## config.mk

```make
export PLATFORM = sky130hd
export DESIGN_NAME = pwr_domain_seq
export DESIGN_NICKNAME = d
export VERILOG_FILES = /design/src/rtl/pds_pkg.sv /design/src/rtl/pds_delay_timer.sv /design/src/rtl/pds_mem_field_bank.sv /design/src/rtl/pds_ctrl_fsm.sv /design/src/rtl/pwr_domain_seq.sv
export SDC_FILE = /design/constraint.sdc
export NUM_CORES = 1
export LEC_CHECK = 0
export BUFFER_PORTS_ARGS = -buffer_cell sky130_fd_sc_hd__buf_2
export CAP_MARGIN = 25
export CORE_MARGIN = 2
export CORE_UTILIZATION = 50
export CTS_BUF_LIST = sky130_fd_sc_hd__clkbuf_8
export DETAILED_ROUTE_END_ITERATION = 7
export PLACE_DENSITY = 0.87
export SLEW_MARGIN = 20
export SYNTH_ARGS = -nofsm -noshare
export SYNTH_HDL_FRONTEND = slang
export SYNTH_SLANG_ARGS = --single-unit
export TNS_END_PERCENT = 20
```

## constraint.sdc

```tcl
create_clock -name clk_i -period 2.8 [get_ports clk_i]
set_clock_uncertainty 0.2 [all_clocks]
set_input_delay 0.14 -clock clk_i [delete_from_list [all_inputs] [get_ports clk_i]]
set_output_delay 0.14 -clock clk_i [all_outputs]
set_load 0.01 [all_outputs]
```

## src/rtl/pds_pkg.sv

```systemverilog
package pds_pkg;

   typedef enum logic [3:0] {
      ST_BOOT,
      ST_IDLE,
      ST_DN_SETTLE1,
      ST_DN_SETTLE2,
      ST_DN_CLKWAIT,
      ST_UP_SETTLE1,
      ST_UP_SETTLE2,
      ST_UP_ISO,
      ST_UP_RST,
      ST_UP_CLK
   } seq_state_e;

   function automatic int unsigned ceil_div(input int unsigned a, input int unsigned b);
      return (a + b - 1) / b;
   endfunction

endpackage

```

## src/rtl/pds_delay_timer.sv

```systemverilog
module pds_delay_timer #(
   parameter int CNT_W = 8
) (
   input  logic             clk_i,
   input  logic             rst_ni,
   input  logic             load_i,
   input  logic [CNT_W-1:0] len_i,
   output logic             expire_o
);

   logic [CNT_W-1:0] cnt_q;

   always_ff @(posedge clk_i or negedge rst_ni) begin
      if (!rst_ni)             cnt_q <= '0;
      else if (load_i)         cnt_q <= len_i;
      else if (cnt_q != '0)    cnt_q <= cnt_q - 1'b1;
   end

   assign expire_o = (cnt_q == CNT_W'(1));

   // the controller may only start a wait when no wait is pending
   assert_tmr_load_idle_R2: assert property (@(posedge clk_i) disable iff (!rst_ni)
      load_i |-> (cnt_q == '0 || expire_o));

endmodule

```

## src/rtl/pds_mem_field_bank.sv

```systemverilog
module pds_mem_field_bank #(
   parameter int FIELDS   = 8,
   parameter int FIELD_W  = 2,
   parameter int WORD_W   = 32,
   parameter bit INIT_SET = 1'b1,
   localparam int USED    = FIELDS * FIELD_W,
   localparam int WORDS   = (USED + WORD_W - 1) / WORD_W,
   localparam int BANK_W  = WORDS * WORD_W
) (
   input  logic              clk_i,
   input  logic              rst_ni,
   input  logic              set_i,
   input  logic              clr_i,
   output logic [BANK_W-1:0] mem_o
);

   function automatic logic [WORD_W-1:0] word_mask(input int w);
      logic [WORD_W-1:0] m;
      m = '0;
      for (int b = 0; b < WORD_W; b++) begin
         if (w * WORD_W + b < USED) m[b] = 1'b1;
      end
      return m;
   endfunction

   for (genvar w = 0; w < WORDS; w++) begin : g_word
      localparam logic [WORD_W-1:0] MASK = word_mask(w);
      logic [WORD_W-1:0] q;

      always_ff @(posedge clk_i or negedge rst_ni) begin
         if (!rst_ni)     q <= INIT_SET ? MASK : '0;
         else if (set_i)  q <= MASK;
         else if (clr_i)  q <= '0;
      end

      assign mem_o[w*WORD_W +: WORD_W] = q;
   end

   assert_set_clr_excl_R2: assert property (@(posedge clk_i) disable iff (!rst_ni)
      !(set_i && clr_i));

endmodule

```

## src/rtl/pds_ctrl_fsm.sv

```systemverilog
module pds_ctrl_fsm
   import pds_pkg::*;
#(
   parameter bit HAS_SWITCH = 1'b1,
   parameter bit HAS_CLOCKS = 1'b1,
   parameter bit BOOT_ON    = 1'b0,
   parameter int CNT_W      = 8,
   parameter int SETTLE_CYC = 20,
   parameter int CLKW_CYC   = 100
) (
   input  logic             clk_i,
   input  logic             rst_ni,
   input  logic             on_req_i,
   input  logic             off_req_i,
   input  logic             shutdown_i,
   input  logic             tmr_expire_i,
   output logic             tmr_load_o,
   output logic [CNT_W-1:0] tmr_len_o,
   output logic             mem_set_o,
   output logic             mem_clr_o,
   output logic             sleep_o,
   output logic             iso_o,
   output logic             dom_rst_o,
   output logic             clk_en_o,
   output logic             pwr_on_o,
   output logic             busy_o,
   output logic             done_o
);

   localparam logic [CNT_W-1:0] SETTLE_L = CNT_W'(SETTLE_CYC);
   localparam logic [CNT_W-1:0] CLKW_L   = CNT_W'(CLKW_CYC);
   localparam bit   AUTO_LOCK = BOOT_ON && HAS_SWITCH && HAS_CLOCKS;
   localparam logic SW_OFF0   = HAS_SWITCH && !BOOT_ON;

   seq_state_e st_q;
   logic sleep_q, iso_q, rst_q, clk_q, done_q, mem_on_q, locked_q;
   logic go_dn, go_up, noop;

   // request decode, only meaningful in idle
   always_comb begin
      go_dn = 1'b0;
      go_up = 1'b0;
      noop  = 1'b0;
      if (st_q == ST_IDLE) begin
         if (shutdown_i) begin
            if (pwr_on_o) go_dn = 1'b1;
            else          noop  = 1'b1;
         end else if (off_req_i) begin
            if (!locked_q) begin
               if (pwr_on_o) go_dn = 1'b1;
               else          noop  = 1'b1;
            end
         end else if (on_req_i) begin
            if (pwr_on_o) noop  = 1'b1;
            else          go_up = 1'b1;
         end
      end
   end

   // timer and memory-bank strobes
   always_comb begin
      tmr_load_o = 1'b0;
      tmr_len_o  = SETTLE_L;
      mem_set_o  = 1'b0;
      mem_clr_o  = 1'b0;
      unique case (st_q)
         ST_IDLE:       tmr_load_o = go_dn || go_up;
         ST_DN_SETTLE1: begin
            mem_set_o  = tmr_expire_i;
            tmr_load_o = tmr_expire_i;
         end
         ST_DN_SETTLE2: begin
            tmr_load_o = tmr_expire_i && HAS_CLOCKS;
            tmr_len_o  = CLKW_L;
         end
         ST_UP_SETTLE1: begin
            mem_clr_o  = tmr_expire_i;
            tmr_load_o = tmr_expire_i;
         end
         default: ;
      endcase
   end

   always_ff @(posedge clk_i or negedge rst_ni) begin
      if (!rst_ni) begin
         st_q     <= AUTO_LOCK ? ST_BOOT : ST_IDLE;
         sleep_q  <= SW_OFF0;
         iso_q    <= SW_OFF0;
         rst_q    <= 1'b0;
         clk_q    <= 1'b0;
         done_q   <= 1'b0;
         mem_on_q <= BOOT_ON;
         locked_q <= 1'b0;
      end else begin
         done_q <= 1'b0;
         unique case (st_q)
            ST_BOOT: begin
               clk_q    <= 1'b1;
               locked_q <= 1'b1;
               st_q     <= ST_IDLE;
            end
            ST_IDLE: begin
               if (go_dn) begin
                  sleep_q  <= HAS_SWITCH;
                  locked_q <= 1'b0;
                  st_q     <= ST_DN_SETTLE1;
               end else if (go_up) begin
                  sleep_q <= 1'b0;
                  st_q    <= ST_UP_SETTLE1;
               end else if (noop) begin
                  done_q <= 1'b1;
               end
            end
            ST_DN_SETTLE1: if (tmr_expire_i) begin
               mem_on_q <= 1'b0;
               st_q     <= ST_DN_SETTLE2;
            end
            ST_DN_SETTLE2: if (tmr_expire_i) begin
               iso_q <= HAS_SWITCH;
               if (HAS_CLOCKS) begin
                  st_q <= ST_DN_CLKWAIT;
               end else begin
                  clk_q  <= 1'b0;
                  done_q <= 1'b1;
                  st_q   <= ST_IDLE;
               end
            end
            ST_DN_CLKWAIT: if (tmr_expire_i) begin
               clk_q  <= 1'b0;
               done_q <= 1'b1;
               st_q   <= ST_IDLE;
            end
            ST_UP_SETTLE1: if (tmr_expire_i) begin
               mem_on_q <= 1'b1;
               st_q     <= ST_UP_SETTLE2;
            end
            ST_UP_SETTLE2: if (tmr_expire_i) begin
               rst_q <= 1'b1;
               st_q  <= ST_UP_ISO;
            end
            ST_UP_ISO: begin
               iso_q <= 1'b0;
               st_q  <= ST_UP_RST;
            end
            ST_UP_RST: begin
               rst_q <= 1'b0;
               st_q  <= ST_UP_CLK;
            end
            ST_UP_CLK: begin
               clk_q  <= HAS_CLOCKS;
               done_q <= 1'b1;
               st_q   <= ST_IDLE;
            end
            default: st_q <= ST_IDLE;
         endcase
      end
   end

   assign sleep_o   = sleep_q;
   assign iso_o     = iso_q;
   assign dom_rst_o = rst_q;
   assign clk_en_o  = clk_q;
   assign done_o    = done_q;
   assign busy_o    = (st_q != ST_IDLE);
   assign pwr_on_o  = HAS_SWITCH ? !sleep_q : mem_on_q;

   assert_iso_release_in_reset_R3: assert property (@(posedge clk_i) disable iff (!rst_ni)
      $fell(iso_o) |-> dom_rst_o);

   assert_clk_on_clean_R3: assert property (@(posedge clk_i) disable iff (!rst_ni)
      $rose(clk_en_o) |-> (!dom_rst_o && !iso_o && !sleep_o));

   assert_done_when_idle_R4: assert property (@(posedge clk_i) disable iff (!rst_ni)
      done_o |-> !busy_o);

   assert_sleep_from_unisolated_R2: assert property (@(posedge clk_i) disable iff (!rst_ni)
      $rose(sleep_o) |-> $past(!iso_o));

   assert_lock_blocks_off_R8: assert property (@(posedge clk_i) disable iff (!rst_ni)
      (locked_q && st_q == ST_IDLE && off_req_i && !shutdown_i)
      |=> ($stable(sleep_o) && !done_o && st_q == ST_IDLE));

endmodule

```

## src/rtl/pwr_domain_seq.sv

```systemverilog
module pwr_domain_seq
   import pds_pkg::*;
#(
   parameter int CYC_PER_US  = 100,
   parameter int SETTLE_US   = 20,
   parameter int CLK_WAIT_US = 20000,
   parameter bit HAS_SWITCH  = 1'b1,
   parameter bit HAS_CLOCKS  = 1'b1,
   parameter bit BOOT_ON     = 1'b0,
   parameter int MEM_FIELDS  = 40,
   parameter int FIELD_W     = 2,
   parameter int WORD_W      = 32,
   localparam int USED_BITS  = MEM_FIELDS * FIELD_W,
   localparam int MEM_WORDS  = int'(ceil_div(USED_BITS, WORD_W)),
   localparam int MEM_W      = MEM_WORDS * WORD_W
) (
   input  logic             clk_i,
   input  logic             rst_ni,
   input  logic             on_req_i,
   input  logic             off_req_i,
   input  logic             shutdown_i,
   output logic             busy_o,
   output logic             done_o,
   output logic             pwr_on_o,
   output logic             sleep_o,
   output logic             iso_o,
   output logic [MEM_W-1:0] mem_pd_o,
   output logic             dom_rst_o,
   output logic             clk_en_o
);

   localparam int SETTLE_CYC = CYC_PER_US * SETTLE_US;
   localparam int CLKW_CYC   = CYC_PER_US * CLK_WAIT_US;
   localparam int MAX_CYC    = (SETTLE_CYC > CLKW_CYC) ? SETTLE_CYC : CLKW_CYC;
   localparam int CNT_W      = $clog2(MAX_CYC + 1);

   if (WORD_W % FIELD_W != 0) begin : g_bad_pack
      $error("WORD_W must hold a whole number of fields");
   end
   if (MEM_FIELDS < 1) begin : g_bad_fields
      $error("MEM_FIELDS must be at least one");
   end
   if (SETTLE_CYC < 1 || CLKW_CYC < 1) begin : g_bad_wait
      $error("settle and clock waits must be at least one cycle");
   end

   function automatic logic [MEM_W-1:0] full_mask();
      logic [MEM_W-1:0] m;
      m = '0;
      for (int b = 0; b < USED_BITS; b++) m[b] = 1'b1;
      return m;
   endfunction
   localparam logic [MEM_W-1:0] FULL = full_mask();

   logic             tmr_load, tmr_expire, mem_set, mem_clr;
   logic [CNT_W-1:0] tmr_len;

   pds_ctrl_fsm #(
      .HAS_SWITCH (HAS_SWITCH),
      .HAS_CLOCKS (HAS_CLOCKS),
      .BOOT_ON    (BOOT_ON),
      .CNT_W      (CNT_W),
      .SETTLE_CYC (SETTLE_CYC),
      .CLKW_CYC   (CLKW_CYC)
   ) fsm_i (
      .clk_i        (clk_i),
      .rst_ni       (rst_ni),
      .on_req_i     (on_req_i),
      .off_req_i    (off_req_i),
      .shutdown_i   (shutdown_i),
      .tmr_expire_i (tmr_expire),
      .tmr_load_o   (tmr_load),
      .tmr_len_o    (tmr_len),
      .mem_set_o    (mem_set),
      .mem_clr_o    (mem_clr),
      .sleep_o      (sleep_o),
      .iso_o        (iso_o),
      .dom_rst_o    (dom_rst_o),
      .clk_en_o     (clk_en_o),
      .pwr_on_o     (pwr_on_o),
      .busy_o       (busy_o),
      .done_o       (done_o)
   );

   pds_delay_timer #(.CNT_W(CNT_W)) tmr_i (
      .clk_i    (clk_i),
      .rst_ni   (rst_ni),
      .load_i   (tmr_load),
      .len_i    (tmr_len),
      .expire_o (tmr_expire)
   );

   pds_mem_field_bank #(
      .FIELDS   (MEM_FIELDS),
      .FIELD_W  (FIELD_W),
      .WORD_W   (WORD_W),
      .INIT_SET (!BOOT_ON)
   ) bank_i (
      .clk_i  (clk_i),
      .rst_ni (rst_ni),
      .set_i  (mem_set),
      .clr_i  (mem_clr),
      .mem_o  (mem_pd_o)
   );

   assert_iso_after_mem_R2: assert property (@(posedge clk_i) disable iff (!rst_ni)
      $rose(iso_o) |-> (mem_pd_o == FULL));

   assert_mem_clear_while_on_R7: assert property (@(posedge clk_i) disable iff (!rst_ni)
      $rose(clk_en_o) |-> (mem_pd_o == '0));

endmodule

```

==> qor_table.md <==
| Item | This run | Unit |
|:---|:---|:---|
| Leak pwr | 1.23 | nW |
| Largest fanout on the critical path | 9 | - |
| Core Util, Final | 52.2 | % |
| First-pass GRT wire length | 6730 | um |
| Sequential-to-total area share from yosys stat | 31.8 | % |
| Total number of nets in the final design | 316 | - |
| Peak per-stage delay on the critical path | 0.63 | ns |
| Final count of negative-setup-slack endpoints | 0 | - |
| Max-slew violation count | 0 | - |
| Clock Latency Late Sink | 0.29 | ns |
| Portion of the clock cycle consumed by the worst path in the final layout | 89.6 | % |
| Die X-Extent | 75.2 | um |
| Final weighted congestion in routability-driven placement | 0.862 | - |
| Number of diodes added for antenna fixing | 0 | - |
| TritonCTS clock tree | built | - |
| Mean number of vias per cell | 4.86 | - |
| Detailed-routing iteration count for the pre-antenna-repair pass | 4 | - |
| Placed cell count | 366 | - |
| Total Power Consumption | 0.870 | mW |
| Req. time, crit path | 2.73 | ns |
| Worst Setup Slack, final | 0.291 | ns |
| Antenna-violating nets left | 0 | - |
| Final HPWL from detailed placement | 3370 | um |
| P_sw | 0.182 | mW |
| Synthesized area per cell | 8.62 | um^2 |
| Mapped cell area | 2530 | um^2 |
| Detailed-routed wire length on met2 | 2250 | um |
| Post-route standard cell area excluding fillers | 2510 | um^2 |
| Wire length on met1 | 1920 | um |
| Crit Path Category | flip-flop to flip-flop | - |
| Post-route minimum period | 2.51 | ns |
| Io pins | 108 | - |
| Kind of path behind the tightest hold check | input pin to flip-flop | - |
| Residual DRC | 0 | - |
| Share of total power consumed by net switching | 20.9 | % |
| Layout cells sized above 1 | 35.9 | % |
| Antenna violations before repair | 0 | - |
| Top routing layer in use | met4 | - |
| Clock power frac | 43.7 | % |
| Clock transition at the registers of the reported paths | 0.07 | ns |
| Worst slack at placement | 0.329 | ns |
| Height of the chip | 75.2 | um |
| Post-synthesis register bit count | 32 | - |
| Total number of yosys warnings | 0 | - |
| Number of flops mapped to enable cells by yosys | 0 | - |
| Maximum clock insertion buffer count | 2 | - |
| Clk sink count | 32 | - |
| Root buffer cell | sky130_fd_sc_hd__clkbuf_8 | - |
| Average routed wire per standard cell | 12.0 | um |
| PostCTS Resize Cnt | 0 | - |
| Post-detailed-routing wire length | 4530 | um |
| Via count | 1828 | - |
| Number of max-cap violations | 0 | - |
| Syn-to-layout area delta | -0.741 | % |
| Worst path slowest cell | sky130_fd_sc_hd__or4_1 | - |
| Non-filler instance count after layout | 376 | - |
| Internal Power | 0.688 | mW |
| Crit path cell chain | or4_1, and4bb_2, nand2_1, or3b_1, o21ai_0 | - |
| DRC violation total after the first TritonRoute iteration | 39 | - |
| Outcome | complete, no violations | - |
| Worst-case hold slack | 0.00692 | ns |
| Number of buffers added on ports | 91 | - |
| Number of failing hold endpoints at the final stage | 0 | - |
| Worst rel slew slack | 53.5 | % |
| Core footprint | 4820 | um^2 |
| Number of buffers added by the clock tree synthesis step | 5 | - |
| Die Footprint | 5650 | um^2 |
| Total negative setup slack | 0 | ns |
| Slew @ Worst Pin | 0.697 | ns |
| Effective utilization at floorplan | 52.6 | % |
| Predominant post-synthesis flop cell | sky130_fd_sc_hd__dfrtp_1 | - |
| Setup repair after global routing missed its margin | no | - |
| Crit path capture type | flip-flop | - |
| Overflow after GRT | 0 | - |
| Instance area at placement | 2380 | um^2 |
| Worst endpoint data arrival time | 2.44 | ns |
| Largest voltage drop on the vdd net | 0.462 | mV |
| Row count | 25 | - |
| Crit path launch type | flip-flop | - |
| Met3 wirelength from detailed routing | 293 | um |
| Global router's overall resource usage | 15.8 | % |
| Sequential Power Share | 53.2 | % |
| Highest clock frequency the design can meet | 0.398 | GHz |
| P per Cell Area | 346 | nW/um^2 |
| Maximum number of pins on one net before global-route repair | 83 | - |
| Logic gate share of total power | 3.1 | % |
| Count of H-tree levels built during CTS | 2 | - |
| Number of global-route vias before repair | 1455 | - |
| Unique cell type count in the Yosys netlist | 46 | - |
| Proportion of register bits with asynchronous set or reset after synthesis | 100 | % |
| Number of instances in the synthesized netlist | 294 | - |
## worst max-delay path, delay by kind of cell (launching register included)
kind | cells | cell delay, ns
simple gates | 4 | 1.61
compound gates | 1 | 0.14
flops | 1 | 0.40
## synth_stat cells (2+ instances only)
| library cell | number | area, um^2 |
|---|---|---|
| sky130_fd_sc_hd__buf_4 | 98 | 736 |
| sky130_fd_sc_hd__dfrtp_1 | 28 | 701 |
| sky130_fd_sc_hd__o21ai_0 | 19 | 95.1 |
| sky130_fd_sc_hd__nor2_1 | 18 | 67.6 |
| sky130_fd_sc_hd__xnor2_1 | 16 | 140 |
| sky130_fd_sc_hd__nand2_1 | 13 | 48.8 |
| sky130_fd_sc_hd__a21oi_1 | 12 | 60.1 |
| sky130_fd_sc_hd__inv_1 | 8 | 30.0 |
| sky130_fd_sc_hd__nor3_1 | 8 | 40.0 |
| sky130_fd_sc_hd__nand3_1 | 5 | 25.0 |
| sky130_fd_sc_hd__nor2b_1 | 5 | 31.3 |
| sky130_fd_sc_hd__buf_2 | 4 | 20.0 |
| sky130_fd_sc_hd__dfstp_2 | 4 | 105 |
| sky130_fd_sc_hd__nor4_1 | 4 | 25.0 |
| sky130_fd_sc_hd__or4_1 | 4 | 30.0 |
| sky130_fd_sc_hd__and2_1 | 3 | 18.8 |
| sky130_fd_sc_hd__ha_1 | 3 | 37.5 |
| sky130_fd_sc_hd__nand2b_1 | 3 | 18.8 |
| sky130_fd_sc_hd__nand4_1 | 3 | 18.8 |
| sky130_fd_sc_hd__or3_1 | 3 | 18.8 |
| sky130_fd_sc_hd__a2111oi_0 | 2 | 17.5 |
| sky130_fd_sc_hd__a211oi_1 | 2 | 15.0 |
| sky130_fd_sc_hd__a21boi_0 | 2 | 15.0 |
| sky130_fd_sc_hd__a31oi_1 | 2 | 12.5 |
| sky130_fd_sc_hd__nor3b_1 | 2 | 15.0 |
| sky130_fd_sc_hd__o21ai_1 | 2 | 10.0 |
| sky130_fd_sc_hd__xor2_1 | 2 | 17.5 |
## path summary, 6_finish.rpt
path	from	depth (start not counted)	end	slack, ns
max in group asynchronous	rst_ni	2	tmr_i.cnt_q[8]	1.70
min in group asynchronous	rst_ni	2	tmr_i.cnt_q[14]	0.24
min reg2reg	bank_i.g_word[0].q[30]	2	bank_i.g_word[0].q[30]	0.31
max reg2reg	tmr_i.cnt_q[15]	5	tmr_i.cnt_q[6]	0.29
min	off_req_i	5	fsm_i.sleep_o	0.007
max	tmr_i.cnt_q[15]	5	tmr_i.cnt_q[6]	0.29
## state kept, by name, indices dropped and copies added (netlist names)
| register | cells |
|---|---|
| tmr_i.cnt_q | 21 |
| fsm_i.st_q | 4 |
| bank_i.g_word.q | 1 |
| fsm_i.clk_en_o | 1 |
| fsm_i.dom_rst_o | 1 |
| fsm_i.done_o | 1 |
| fsm_i.iso_o | 1 |
| fsm_i.locked_q | 1 |
| fsm_i.sleep_o | 1 |
## timing repair
action                                  in CTS  in global routing
hold buffers                                 1                  0
endpoints found under the setup margin       0                  0
endpoints found under the hold margin       28                  0
buffers inserted                             0                  0
## power by group through the flow
stage               combinational (mW)  clock (mW)  sequential, mW
global placement                0.0255           0           0.471
global route                    0.0321       0.410           0.462
detailed placement              0.0258           0           0.471
finish                          0.0270       0.380           0.463
floorplan                       0.0298           0           0.471
CTS                             0.0269       0.389           0.463
## cells in the final DEF, fill, tap and decap left out, drive strengths merged, types with 7 or more instances in the layout
cell    count
clkbuf      7
nor3        8
o21ai      21
dfrtp      28
a21oi      12
xnor2      16
inv         9
buf        94
conb       16
nor2       18
nand2      13
## area by class of cell
cell class | instances | area (um^2)
well taps | 67 | 83.8
fillers | 452 | 2300
clock buffers | 7 | 96.3
multi-input cells | 165 | 991
repair buffers | 95 | 500
flip-flops and latches | 32 | 806
clock inverters | 1 | 3.75
inverters | 9 | 33.8
## kinds of logic (layout without fill, tap and decap cells)
kind of cell | count (synthesis) | count (layout) | synth area share (%)
AO/OA/AOI/OAI | 49 | 49 | 11.9
XOR/XNOR | 18 | 18 | 6.22
adder cells (fa/ha/maj) | 3 | 3 | 1.48
buffers and inverters | 112 | 112 | 31.3
flip-flops | 32 | 32 | 31.8
multiplexers | 1 | 1 | 0.444
other | 1 | 16 | 0.148
AND/OR/NAND/NOR | 78 | 78 | 16.7
## routing by layer
metal	global-route usage, %	up-vias
li1	-	914
met1	19.8	834
met2	25.8	75
met3	3.61	5
met4	7.60	0
met5	0	-
Power figures use the tool's default switching activity.
